`src/rtl/qbio_pkg.sv`:
```
package qbio_pkg;
  parameter int unsigned QB_WIDTH = 8;
  parameter int unsigned QB_SYNC  = 2;

  typedef struct packed {
    logic load;
    logic sample;
  } qb_strobe_t;

  function automatic qb_strobe_t qb_decode(input logic sel, input logic wr, input logic rd);
    qb_strobe_t s;
    s.load   = sel & wr;
    s.sample = sel & rd;
    return s;
  endfunction
endpackage

```
`src/rtl/qbio_rst_sync.sv`:
```
module qbio_rst_sync (
  input  logic clk,
  input  logic arst_n,
  output logic srst_n
);
  logic [1:0] chain_q;
  logic [1:0] chain_d;

  always_comb chain_d = {chain_q[0], 1'b1};

  always_ff @(posedge clk or negedge arst_n) begin
    if (!arst_n) chain_q <= 2'b00;
    else         chain_q <= chain_d;
  end

  assign srst_n = chain_q[1];
endmodule

```
`src/rtl/qbio_latch.sv`:
```
module qbio_latch #(
  parameter int unsigned W = 8
) (
  input  logic         clk,
  input  logic         rst_n,
  input  logic         load_en,
  input  logic [W-1:0] d,
  output logic [W-1:0] q
);
  logic [W-1:0] q_r;
  logic [W-1:0] q_nxt;

  always_comb begin
    q_nxt = q_r;
    if (load_en) q_nxt = d;
  end

  always_ff @(posedge clk or negedge rst_n) begin
    if (!rst_n) q_r <= '1;
    else        q_r <= q_nxt;
  end

  assign q = q_r;
endmodule

```
`src/rtl/qbio_sync.sv`:
```
module qbio_sync #(
  parameter int unsigned W      = 8,
  parameter int unsigned STAGES = 2
) (
  input  logic         clk,
  input  logic         rst_n,
  input  logic [W-1:0] async_in,
  output logic [W-1:0] sync_out
);
  localparam int unsigned LAST = STAGES - 1;

  logic [STAGES-1:0][W-1:0] stg_q;
  logic [STAGES-1:0][W-1:0] stg_d;

  always_comb stg_d[0] = async_in;

  for (genvar i = 1; i < STAGES; i++) begin : g_chain
    always_comb stg_d[i] = stg_q[i-1];
  end

  for (genvar i = 0; i < STAGES; i++) begin : g_reg
    always_ff @(posedge clk or negedge rst_n) begin
      if (!rst_n) stg_q[i] <= '1;
      else        stg_q[i] <= stg_d[i];
    end
  end

  assign sync_out = stg_q[LAST];
endmodule

```
`src/rtl/qbio_rdpath.sv`:
```
module qbio_rdpath #(
  parameter int unsigned W = 8
) (
  input  logic         clk,
  input  logic         rst_n,
  input  logic         cap_en,
  input  logic [W-1:0] level,
  output logic [W-1:0] rd_q
);
  logic [W-1:0] r_q;
  logic [W-1:0] r_nxt;

  always_comb begin
    r_nxt = r_q;
    if (cap_en) r_nxt = level;
  end

  always_ff @(posedge clk or negedge rst_n) begin
    if (!rst_n) r_q <= '0;
    else        r_q <= r_nxt;
  end

  assign rd_q = r_q;
endmodule

```
`src/rtl/qbio_port.sv`:
```
module qbio_port
  import qbio_pkg::*;
#(
  parameter int unsigned WIDTH = QB_WIDTH,
  parameter int unsigned SYNC  = QB_SYNC
) (
  input  logic             clk,
  input  logic             rst_n,
  input  logic             cs,
  input  logic             wr,
  input  logic             rd,
  input  logic [WIDTH-1:0] wdata,
  output logic [WIDTH-1:0] rdata,
  input  logic [WIDTH-1:0] pin_in,
  output logic [WIDTH-1:0] pull_low
);
  logic             rst_n_sync;
  qb_strobe_t       strb;
  logic [WIDTH-1:0] latch_q;
  logic [WIDTH-1:0] pin_sync;

  qbio_rst_sync u_rst (
    .clk    (clk),
    .arst_n (rst_n),
    .srst_n (rst_n_sync)
  );

  always_comb strb = qb_decode(cs, wr, rd);

  qbio_latch #(.W(WIDTH)) u_latch (
    .clk     (clk),
    .rst_n   (rst_n_sync),
    .load_en (strb.load),
    .d       (wdata),
    .q       (latch_q)
  );

  qbio_sync #(.W(WIDTH), .STAGES(SYNC)) u_sync (
    .clk      (clk),
    .rst_n    (rst_n_sync),
    .async_in (pin_in),
    .sync_out (pin_sync)
  );

  qbio_rdpath #(.W(WIDTH)) u_rd (
    .clk    (clk),
    .rst_n  (rst_n_sync),
    .cap_en (strb.sample),
    .level  (pin_sync),
    .rd_q   (rdata)
  );

  assign pull_low = ~latch_q;
endmodule

```
`config.mk`:
```
export PLATFORM = sky130hd
export DESIGN_NAME = qbio_port
export DESIGN_NICKNAME = d
export VERILOG_FILES = /design/src/rtl/qbio_pkg.sv /design/src/rtl/qbio_rst_sync.sv /design/src/rtl/qbio_latch.sv /design/src/rtl/qbio_sync.sv /design/src/rtl/qbio_rdpath.sv /design/src/rtl/qbio_port.sv
export SDC_FILE = /design/constraint.sdc
export NUM_CORES = 1
export LEC_CHECK = 0
export BUFFER_PORTS_ARGS = -buffer_cell sky130_fd_sc_hd__buf_2
export CAP_MARGIN = 30
export CORE_ASPECT_RATIO = 0.75
export CORE_MARGIN = 3
export CORE_UTILIZATION = 45
export DETAILED_ROUTE_END_ITERATION = 6
export PLACE_DENSITY = 0.72
export SLEW_MARGIN = 20
export SYNTH_ARGS = -nofsm -noshare
export SYNTH_HDL_FRONTEND = slang
export SYNTH_HIERARCHICAL = 1
export SYNTH_SLANG_ARGS = --single-unit
```
`constraint.sdc`:
```
create_clock -name clk -period 2 [get_ports clk]
set_clock_uncertainty 0.05 [all_clocks]
set_input_delay 0 -clock clk [delete_from_list [all_inputs] [get_ports clk]]
set_output_delay 0 -clock clk [all_outputs]
set_load 0.005 [all_outputs]
```
### Yosys cells after proc, flatten, opt, wreduce, memory -nomap -nowiden

Index checks and enable logic that the tools add are counted.
Widths: inputs -> output; s select.

| operators by class | value |
|---|---|
| bitwise logic cells | 3 |

Operators by type and width:

| kind | count |
|---|---|
| $not 8->8 | 1 |
| $and 1x1->1 | 2 |

| word-level totals | value |
|---|---|
| bits in registers | 34 |
| input bits | 21 |
| word-level logic and storage cells | 8 |

### Logic depth before layout (Yosys ltp)

| logic depth | value |
|---|---|
| depth in word-level cells | 1 |
| depth in mapped cells | 3 |

### Hierarchy

The synthesis kept the hierarchy.

Modules (own cells, without submodules):

| module | area each (um^2) | cells an instance | instances |
|---|---|---|---|
| qbio_sync | 420.4 | 16 | 1 |
| qbio_latch | 341.6 | 17 | 1 |
| qbio_rdpath | 331.6 | 17 | 1 |
| qbio_rst_sync | 53.8 | 3 | 1 |
| qbio_port | 42.5 | 10 | 1 |

### Worst setup path after synthesis

OpenSTA, ideal clock, no wires.

| timing path | value |
|---|---|
| kind | reg-to-reg |
| from | register u_rd/rd_q[0] (netlist name) |
| to | register u_rd.r_q[0], in the netlist u_rd/rd_q[0] |
| library setup time | 125 ps |
| buffers on the path | 0 |
| arrival time | 623 ps |
| stages on the path, launching flop included | 2 |
| slack | 1202 ps |
| clock period less this slack | 798 ps |
| path through | dfrtp_1 -> mux2_4 |

RTL lines:

| item | RTL line | RTL |
|---|---|---|
| end signal: assignment | qbio_rdpath.sv:20 | `else r_q <= r_nxt;` |
| end: declaration | qbio_rdpath.sv:10 | `logic [W-1:0] r_q;` |

### Final worst setup path

| timing path | value |
|---|---|
| from | register u_latch.q_r[7], in the netlist u_latch/q[7] |
| to | output port pull_low[7] |

| on the way | value |
|---|---|
| word-level cells in the longest chain between the ends | 1 |

RTL lines:

| item | RTL line | RTL |
|---|---|---|
| start: declaration | qbio_latch.sv:10 | `logic [W-1:0] q_r;` |
| start signal: assignment | qbio_latch.sv:20 | `else q_r <= q_nxt;` |
| $not 8->8 | qbio_port.sv:53 | `assign pull_low = ~latch_q;` |
| end: declaration | qbio_port.sv:15 | `output logic [WIDTH-1:0] pull_low` |

Every way passes these cells.

==> results.sh <==
export IMPL_worst_slew_pin_slew_ns=0.548
export IMPL_syn_to_final_growth_pct=42.0
export IMPL_ys_flop_type="dfstp_2"
export IMPL_std_cell_rows=15
export IMPL_yosysTopAreaCell="dfstp_2"
export IMPL_top_layer_used="met4"
export IMPL_cap_violations=0
export IMPL_ir_worst_vdd_v=0.000765
export IMPL_cts_sinks=34
export IMPL_htree_num_levels=2
export IMPL_start_util_pct=49.5
export IMPL_pwr_density_cell_nw_per_um2=994
export IMPL_grt_max_degree=31
export IMPL_diodes=0
export IMPL_ys_ff_latch=34
export IMPL_clockBufferDepth=2
export IMPL_die_x_um=65.4
export IMPL_io_buffer_count=36
export IMPL_cp_cell_sequence="inv_1, buf_2"
export IMPL_synth_edf_count=0
export IMPL_crit_slowest_cell="dfstp_2"
export IMPL_yosysMostFrequentCell="dfstp_2"
export IMPL_grt_pass1_wl_um=3550
export IMPL_syn_area_um2=1190
export IMPL_post_cts_resized=0
export IMPL_crit_path_max_incr_delay_ns=0.55
export IMPL_clock_root_buffer="clkbuf_4"
export IMPL_core_area_um2=2400
export IMPL_ys_top_cells_by_area="dfstp_2 (53%), dfrtp_1 (21%), mux2_4 (20%)"
export IMPL_worstPathArrival_ns=1.03
export IMPL_dieArea_um2=3300
export IMPL_drt_met1_wl_um=841
export IMPL_clock_latency_ns=0.33
export IMPL_cts_made_buffers=5
export IMPL_post_route_min_period_ns=1.08
export IMPL_rsz0062_at_grt="false"
export IMPL_cts_setup_buffers=0
export IMPL_ys_top_cells_by_count="dfstp_2 (24), mux2_4 (16), dfrtp_1 (10), inv_1 (8)"
export IMPL_ant_nets=0
export IMPL_globalRouteOverflowTotal=0
export IMPL_drive_above_1_share_pct=68.5
export IMPL_syn_nets=84
export IMPL_netlist_instances=63
export IMPL_hp_class="reg -> async"
export IMPL_dr_pass1_iters=4
export IMPL_drt_vias_per_instance=4.30
export IMPL_hold_viol_final=0
export IMPL_worstPathRequired_ns=1.95
export IMPL_path_clk_slew_ns=0.11
export IMPL_setup_viol=0
export IMPL_relSlewSlack_pct=63.5
export IMPL_async_reset_ff_share_pct=100
export IMPL_fin_crit_sh_pct=54.2
export IMPL_fp_dieH_um=50.5
export IMPL_critPathKind="reg -> out"
export IMPL_wirelength_um=2090
export IMPL_io_pins=37
export IMPL_grt_pass1_vias=742
export IMPL_via_count=679
export IMPL_synth_cell_types=7
export IMPL_cp_max_fo=2
export IMPL_routed_wl_met2_um=1130
export IMPL_leakage_uw=0.000819
export IMPL_endpoint_kind="output pin"
export IMPL_setup_tns_ns=0
export IMPL_gp_congestion=0.584
export IMPL_nets=144
export IMPL_status="completed"
export IMPL_cts_hold_buf=18
export IMPL_critPathLaunchType="register"
export IMPL_syn_avg_cell_area_um2=18.9
export IMPL_grt_use_total_pct=15.6
export IMPL_antenna_found_initial=0
export IMPL_ys_warn_count=6
export IMPL_drv_slew=0
export IMPL_first_iter_violations=41
export IMPL_post_route_drc_count=0
export IMPL_timing_hold_ws_ns=0.174
export IMPL_yosysSeqAreaShare_pct=74.0
export IMPL_dr_wl_met3_um=114
export IMPL_wl_per_cell_um=13.3
export IMPL_max_freq_mhz=923
export IMPL_yosysTopAreaCellShare_pct=53.0
export IMPL_cts_tree="built"
worst max-delay path, delay by kind of cell (launching register included):
| kind | cells | cell delay (ns) |
|---|---|---|
| buf+inv | 2 | 0.16 |
| flops | 1 | 0.55 |
layout make-up:
class,instances,area (um^2)
fill,183,713
tap,34,42.5
sequential,34,881
clock inverter,2,60.1
timing repair buffer,55,368
multi-input combinational,19,256
clock buffer,6,51.3
inverter,8,30.0
sequential cells by signal, indices dropped and copies added, names as in the netlist:
name / count
u_sync/stg_d: 8
u_latch/q: 8
u_sync/sync_out: 8
u_rd/rd_q: 8
u_rst/chain_q: 2
metrics by stage:
step                util, %  instances  area, um^2  total power [uW]  setup slack (ns)
finish                 70.3        158        1690              1680             0.916
global route           70.3        158        1690              1770             0.850
CTS                    70.3        158        1690              1700             0.888
detailed placement     58.2        132        1400              1020             0.907
global placement       58.2        132        1400              1010             0.974
floorplan                 -         63        1190               931             0.976
per-layer routing:
| layer | GRT usage, % | vias to the layer above |
|---|---|---|
| met5 | 0 | - |
| met2 | 25.5 | 22 |
| met3 | 6.04 | 2 |
| met4 | 10.3 | 0 |
| met1 | 16.8 | 341 |
| li1 | - | 314 |
layout by cell type (no fill, tap or decap), drive strengths merged:
master,Yosys,layout
dfrtp,10,10
mux2,16,16
conb,1,1
inv,8,8
bufinv,0,2
dlygate4sd3,0,18
clkbuf,0,6
dfstp,24,24
and2,2,2
buf,2,37
logic make-up after synthesis:
group | share of synthesized area, %
buffers and inverters | 4.42
flip-flops | 74.0
multiplexers | 20.2
other | 0.315
AND/OR/NAND/NOR | 1.05
power breakdown:
group          internal, uW  total (uW)  switching [uW]
Combinational           140         212            72.0
Sequential              784         817            32.6
Clock                   424         650             227
path summary, 6_finish.rpt:
kind                                  start          endpoint  slack, ns  depth (start not counted)
setup / recovery               u_latch/q[7]       pull_low[7]       0.92                          2
hold / removal             u_rst/chain_q[1]   u_sync/stg_d[9]       0.17                          0
setup reg to reg               u_rd/rd_q[7]      u_rd/rd_q[7]       1.18                          1
hold reg to reg            u_rst/chain_q[1]   u_sync/stg_d[9]       0.17                          0
max in group asynchronous             rst_n  u_rst/chain_q[0]       1.33                          3
min in group clk                  pin_in[0]   u_sync/stg_d[8]       0.25                          2
No activity file was read; power rests on OpenSTA's default activity.
